===== src/rtl/eps_pkg.sv =====
package eps_pkg;
    localparam int NPH  = 8;
    localparam int PH_W = 3;

    typedef logic [PH_W-1:0] phase_t;
    typedef logic [NPH-1:0]  phvec_t;

    typedef enum logic [1:0] {
        MODE_MANUAL = 2'd0,
        MODE_ONCE   = 2'd1,
        MODE_TRACK  = 2'd2,
        MODE_SPARE  = 2'd3
    } align_mode_e;

    typedef struct packed {
        logic   done;
        phase_t peak;
    } win_result_t;

    // Phase lying half a UI away from the given edge position.
    function automatic phase_t eye_centre(phase_t edge_pos);
        return edge_pos + phase_t'(NPH / 2);
    endfunction

    // Single step toward tgt along the shorter arc; ties go upward.
    function automatic phase_t step_toward(phase_t cur, phase_t tgt);
        phase_t d;
        d = tgt - cur;
        if (d == '0)
            return cur;
        else if (d <= phase_t'(NPH / 2))
            return cur + phase_t'(1);
        else
            return cur - phase_t'(1);
    endfunction

    // Edge flags between neighbouring phases, last one wrapping to next UI.
    function automatic phvec_t find_edges(phvec_t s, logic prev_last);
        phvec_t e;
        for (int i = 0; i < NPH - 1; i++)
            e[i] = s[i] ^ s[i+1];
        e[NPH-1] = prev_last ^ s[0];
        return e;
    endfunction
endpackage


===== src/rtl/eps_edge_detect.sv =====
module eps_edge_detect
    import eps_pkg::*;
(
    input  logic   clk,
    input  logic   rst,
    input  logic   ui_valid,
    input  phvec_t samples,
    output phvec_t edges,
    output logic   edge_valid
);
    logic prev_last_q;

    always_ff @(posedge clk) begin
        if (rst)
            prev_last_q <= 1'b0;
        else if (ui_valid)
            prev_last_q <= samples[NPH-1];
    end

    always_comb begin
        edges      = find_edges(samples, prev_last_q);
        edge_valid = ui_valid;
    end
endmodule


===== src/rtl/eps_hist.sv =====
module eps_hist
    import eps_pkg::*;
#(
    parameter int CNT_W      = 8,
    parameter int WINDOW_LEN = 256
) (
    input  logic        clk,
    input  logic        rst,
    input  logic        clear,
    input  logic        edge_valid,
    input  phvec_t      edges,
    output win_result_t result
);
    localparam int WIN_W = (WINDOW_LEN > 1) ? $clog2(WINDOW_LEN) : 1;
    localparam logic [CNT_W-1:0] CNT_MAX   = {CNT_W{1'b1}};
    localparam logic [WIN_W-1:0] WIN_LAST  = WIN_W'(WINDOW_LEN - 1);

    logic [WIN_W-1:0] win_q;
    logic             done_w;
    logic [NPH-1:0][CNT_W-1:0] cnt_all;
    logic [NPH-1:0][CNT_W-1:0] nxt_all;

    assign done_w = edge_valid && (win_q == WIN_LAST);

    generate
        for (genvar gi = 0; gi < NPH; gi++) begin : g_cnt
            logic [CNT_W-1:0] c_q;
            logic             bump;

            assign bump         = edges[gi] && (c_q != CNT_MAX);
            assign nxt_all[gi]  = c_q + CNT_W'(bump);
            assign cnt_all[gi]  = c_q;

            always_ff @(posedge clk) begin
                if (rst || clear)
                    c_q <= '0;
                else if (edge_valid)
                    c_q <= done_w ? '0 : nxt_all[gi];
            end

            AST_NO_OVERFLOW: assert property (@(posedge clk) disable iff (rst) (!$past(clear) && !$past(done_w)) |-> (cnt_all[gi] >= $past(cnt_all[gi])));
        end
    endgenerate

    always_ff @(posedge clk) begin
        if (rst || clear)
            win_q <= '0;
        else if (edge_valid)
            win_q <= done_w ? '0 : win_q + WIN_W'(1);
    end

    // Largest count wins; strict compare keeps the lowest index on ties.
    always_comb begin
        logic [CNT_W-1:0] best_val;
        phase_t           best_pos;
        best_val = nxt_all[0];
        best_pos = '0;
        for (int i = 1; i < NPH; i++) begin
            if (nxt_all[i] > best_val) begin
                best_val = nxt_all[i];
                best_pos = phase_t'(i);
            end
        end
        result.done = done_w;
        result.peak = best_pos;
    end

    AST_WIN_BOUND: assert property (@(posedge clk) disable iff (rst) (win_q <= WIN_LAST));
endmodule


===== src/rtl/eps_phase_ctrl.sv =====
module eps_phase_ctrl
    import eps_pkg::*;
(
    input  logic        clk,
    input  logic        rst,
    input  logic [1:0]  mode,
    input  phase_t      manual_phase,
    input  logic        retrain,
    input  win_result_t win,
    output phase_t      phase_o,
    output logic        locked_o
);
    align_mode_e mode_e;
    phase_t      phase_q;
    phase_t      target;
    logic        lock_q;
    logic        win_done;

    assign mode_e   = align_mode_e'(mode);
    assign target   = eye_centre(win.peak);
    assign win_done = win.done;

    always_ff @(posedge clk) begin
        if (rst) begin
            phase_q <= '0;
            lock_q  <= 1'b0;
        end else if (retrain) begin
            lock_q  <= 1'b0;
        end else if (win_done) begin
            case (mode_e)
                MODE_TRACK: begin
                    if (!lock_q) begin
                        phase_q <= target;
                        lock_q  <= 1'b1;
                    end else begin
                        phase_q <= step_toward(phase_q, target);
                    end
                end
                MODE_ONCE, MODE_SPARE: begin
                    if (!lock_q) begin
                        phase_q <= target;
                        lock_q  <= 1'b1;
                    end
                end
                default: ;
            endcase
        end
    end

    always_comb begin
        if (mode_e == MODE_MANUAL) begin
            phase_o  = manual_phase;
            locked_o = 1'b1;
        end else begin
            phase_o  = phase_q;
            locked_o = lock_q;
        end
    end

    AST_LOCK_AT_WINDOW: assert property (@(posedge clk) disable iff (rst) $rose(lock_q) |-> $past(win_done));
    AST_ONCE_FROZEN: assert property (@(posedge clk) disable iff (rst) (lock_q && $past(lock_q) && mode_e != MODE_TRACK && $past(mode_e) != MODE_TRACK) |-> $stable(phase_q));
    AST_TRACK_STEP: assert property (@(posedge clk) disable iff (rst) (lock_q && $past(lock_q)) |-> ((phase_t'(phase_q - $past(phase_q)) == 3'd0) || (phase_t'(phase_q - $past(phase_q)) == 3'd1) || (phase_t'(phase_q - $past(phase_q)) == 3'd7)));
    AST_RETRAIN_DROP: assert property (@(posedge clk) disable iff (rst) $past(retrain) |-> (!lock_q && $stable(phase_q)));
endmodule


===== src/rtl/eye_phase_sel.sv =====
module eye_phase_sel
    import eps_pkg::*;
#(
    parameter int CNT_W      = 8,
    parameter int WINDOW_LEN = 256
) (
    input  logic       clk,
    input  logic       rst,
    input  logic       ui_valid,
    input  logic [7:0] samples,
    input  logic [1:0] mode,
    input  logic [2:0] manual_phase,
    input  logic       retrain,
    output logic       rx_bit,
    output logic       rx_valid,
    output logic       wr_en,
    output logic [2:0] phase_sel,
    output logic       locked
);
    phvec_t      edges;
    logic        edge_valid;
    win_result_t win;
    phase_t      phase_w;
    logic        locked_w;

    eps_edge_detect u_edge (
        .clk        (clk),
        .rst        (rst),
        .ui_valid   (ui_valid),
        .samples    (samples),
        .edges      (edges),
        .edge_valid (edge_valid)
    );

    eps_hist #(
        .CNT_W      (CNT_W),
        .WINDOW_LEN (WINDOW_LEN)
    ) u_hist (
        .clk        (clk),
        .rst        (rst),
        .clear      (retrain),
        .edge_valid (edge_valid),
        .edges      (edges),
        .result     (win)
    );

    eps_phase_ctrl u_ctrl (
        .clk          (clk),
        .rst          (rst),
        .mode         (mode),
        .manual_phase (manual_phase),
        .retrain      (retrain),
        .win          (win),
        .phase_o      (phase_w),
        .locked_o     (locked_w)
    );

    always_ff @(posedge clk) begin
        if (rst) begin
            rx_bit   <= 1'b0;
            rx_valid <= 1'b0;
            wr_en    <= 1'b0;
        end else begin
            rx_valid <= ui_valid;
            wr_en    <= ui_valid && locked_w;
            if (ui_valid)
                rx_bit <= samples[phase_w];
        end
    end

    assign phase_sel = phase_w;
    assign locked    = locked_w;

    AST_VALID_FOLLOWS: assert property (@(posedge clk) disable iff (rst) ui_valid |=> rx_valid);
    AST_VALID_IDLE: assert property (@(posedge clk) disable iff (rst) !ui_valid |=> !rx_valid);
    AST_WR_NEEDS_VALID: assert property (@(posedge clk) disable iff (rst) wr_en |-> rx_valid);
endmodule


===== config.mk =====
export PLATFORM = sky130hd
export DESIGN_NAME = eye_phase_sel
export DESIGN_NICKNAME = d
export VERILOG_FILES = /design/src/rtl/eps_pkg.sv /design/src/rtl/eps_edge_detect.sv /design/src/rtl/eps_hist.sv /design/src/rtl/eps_phase_ctrl.sv /design/src/rtl/eye_phase_sel.sv
export SDC_FILE = /design/constraint.sdc
export NUM_CORES = 1
export LEC_CHECK = 0
export BUFFER_PORTS_ARGS = -buffer_cell sky130_fd_sc_hd__buf_2
export CORE_MARGIN = 1.5
export CORE_UTILIZATION = 39
export DETAILED_ROUTE_END_ITERATION = 6
export GPL_TIMING_DRIVEN = 0
export PLACE_DENSITY = 0.58
export SYNTH_ARGS = -nofsm -noshare
export SYNTH_HDL_FRONTEND = slang
export SYNTH_SLANG_ARGS = --single-unit

===== constraint.sdc =====
create_clock -name clk -period 50.8 [get_ports clk]
set_input_delay 7.62 -clock clk [delete_from_list [all_inputs] [get_ports clk]]
set_output_delay 7.62 -clock clk [all_outputs]
set_load 0.01 [all_outputs]

==> results_dict.tcl <==
set metrics [dict create \
    result_of_the_run "finished, final reports clean" \
    final_util 0.4387 \
    cts_setup_buffers 0 \
    post-route-drc-count 0 \
    cts-buffers-inserted 9 \
    clk-insertion-delay-late_ns 0.35 \
    p_leak_nw 3.135 \
    num-nets-final 1026 \
    violation_count_after_the_first_detailed_routing_iteration 420 \
    row_count 48 \
    drt_wl_total_um 20100 \
    first_pass_grt_wire_length_um 32330 \
    post_synthesis_cell_type_with_the_largest_combined_area "dfxtp_1" \
    max_slew.worst_pin.slew_ns 0.7789 \
    stage_delay_of_the_slowest_cell_on_the_critical_path_ns 0.51 \
    ant_nets 0 \
    critical_path_class "in2reg" \
    buffer_ports.inserted 23 \
    n_antenna_cell 0 \
    clock_path_buffers 2 \
    grt_setup_unrepaired "no" \
    drv.max_cap_violation_count 0 \
    setup-violations-final 0 \
    cp.arrival_ns 26.47 \
    synthDistinctLibCells 73 \
    mappedNetlistArea_sq_um 6870 \
    worstSetupStartpoint "samples[0]" \
    synth-edff-count 0 \
    cts-htree-levels 3 \
    yosysMostFrequentCell "nor2_1" \
    ctsResizeCount 0 \
    dr_total_vias 6730 \
    post_route_cells_drive_above_1_share 0.06977 \
    wl_per_cell_um 17.17 \
    start_util 0.3986 \
    worstSetupEndpointType "flop" \
    final_max_slew_viol_count 0 \
    critPathRequiredTime_ns 51.04 \
    layout_worst_path_cycle_share 0.5164 \
    report.final.hold_viol_count 0 \
    grt_pass1_vias 6203 \
    final.setup.tns_ns 0 \
    hold_buffers_post_cts 0 \
    mappedNetlistNets 992 \
    tritoncts "built" \
    grt_start_max_net_pins 13 \
    globalRouteOverflowTotal 0 \
    antenna_violations_before_repair 0 \
    synth_top_cells_by_count "nor2_1, nand2_1, dfxtp_1" \
    ys_dominant_reg_cell "dfxtp_1" \
    syn_avg_cell_area_sq_um 7.558 \
    drtPass1Iterations 7 \
    place.detailed.hpwl_um 15640 \
    critical_path.reg2reg.startpoint "u_hist.g_cnt[1].c_q[1]$_SDFFE_PP0P_" \
    pin_count 24 \
    post_synth_main_area_contributors "dfxtp_1, ha_1, xnor2_1" \
    period_needed_ns 26.23 \
    root_buffer "clkbuf_16" \
    grt_usage 0.2249 \
    timing.slew.headroom 0.4807 \
    syn2layout_area_growth_pct 10.07 \
    power_per_cell_area_nw_per_um2 55.41 \
    worstHoldStart "u_hist.g_cnt[6].c_q[0]$_SDFFE_PP0P_" \
    cts_sinks 80 \
    yosys_warnings 0 \
    place_congestion 0.8331 \
    clock.fmax_mhz 38.12 \
    ys_seq_area_frac 0.2331 \
    synth-async-reset-ratio 0 \
    worstHoldPathType "reg2reg" \
    fin_worst_skew_ns 0.009893 \
    synth_largest_type_area_fraction 0.2331 \
    synthesized_instance_count 909 \
    core-area_sq_um 17240 \
    cts.reportedPaths.clkPinSlew_ns 0.06 \
    setup.worst_path.start_class "primary input" \
    avgViaCountPerCell 5.747 \
    die_span_y_um 135.7 \
    cell_with_the_largest_stage_delay_on_the_worst_path "or4_4" \
    synth.ff_latch_count 80 \
    max_rail_drop_vdd_mv 0.03832 \
    chipWidth_um 135.7 \
    critical_path_peak_fanout 10 \
    die_area_sq_um 18420 \
]
-- cells by family (layout without fill, tap and decap cells) --
| family | count (synthesis) | count (layout) | synth area share |
|---|---|---|---|
| AOI/OAI and AO/OA | 229 | 229 | 0.2171 |
| xor gates and xnor gates | 64 | 64 | 0.08159 |
| adders and majority gates | 66 | 66 | 0.1213 |
| buffers and inverters | 73 | 110 | 0.04261 |
| DFF | 80 | 80 | 0.2331 |
| muxes | 29 | 29 | 0.04553 |
| and+or+nand+nor | 368 | 368 | 0.2588 |
-- critical path: cells and delay by family --
family	cells	cell delay [ns]
xor gates and xnor gates	5	1.09
adders and majority gates	10	3.15
and+or+nand+nor	28	4.77
muxes	4	1.02
AOI/OAI and AO/OA	31	6.41
buffers and inverters	9	2.36
-- per-layer routing --
layer,share of wire,up-vias,GRT usage
li1,-,3374,-
met3,0.044,25,0.02394
met4,0.016,0,0.07168
met2,0.45,157,0.3570
met1,0.49,3174,0.3177
met5,0,-,0
-- worst paths after layout --
path / slack (ns) / to / cells after the start
worst max-delay path: 24.57 / u_ctrl.phase_q[2]$_SDFFE_PP0P_ / 87
worst min-delay path: 0.49 / u_hist.g_cnt[6].c_q[0]$_SDFFE_PP0P_ / 2
worst max register to register: 31.29 / u_ctrl.phase_q[2]$_SDFFE_PP0P_ / 88
worst min register to register: 0.49 / u_hist.g_cnt[6].c_q[0]$_SDFFE_PP0P_ / 2
-- flip-flops by register name (all words and copies together), names as in the netlist --
signal and flops:
wr_en 1, rx_valid 1, u_hist.g_cnt.c_q 64, u_edge.prev_last_q 1, u_ctrl.phase_q 3, u_ctrl.lock_q 1, u_hist.win_q 8, rx_bit 1
-- cells in the final DEF, fill, tap and decap left out, drive strengths merged, types with 24 or more instances in the layout --
master,n
a21oi,75
a22oi,24
buf,33
clkbuf,45
dfxtp,80
ha,65
inv,29
nand2,88
nand3,74
nor2,105
o21ai,45
xnor2,46
-- where the power goes --
part           switching, mW  total [mW]  internal (mW)
registers           0.000491      0.0638         0.0633
clock network         0.0262      0.0664         0.0401
logic                  0.174       0.289          0.115
total                  0.201       0.419          0.218
-- area by class of cell --
class                           instances  area (sq um)
Clock inverter                          3         42.54
Clock buffer                           11         252.7
Timing Repair Buffer                   23         115.1
Tap cell                              225         281.5
Multi-Input combinational cell        756          4976
Buffer                                 44         183.9
Inverter                               29         108.9
Fill cell                            1742          9674
Sequential cell                        80          1602
-- per-stage QoR --
step / cell area (sq um) / power [mW] / hold slack [ns] / worst slack (ns) / instances
floorplan: 6870 / 0.2849 / 0.4583 / 27.74 / 909
global route: 7562 / 0.4593 / 0.5077 / 22.94 / 1171
finish: 7562 / 0.4190 / 0.4863 / 24.57 / 1171
CTS: 7562 / 0.4200 / 0.4878 / 24.68 / 1171
global placement: 7267 / 0.3508 / 0.4730 / 24.44 / 1157
detailed placement: 7267 / 0.3519 / 0.4767 / 24.37 / 1157
No activity file was read; power rests on OpenSTA's default activity.
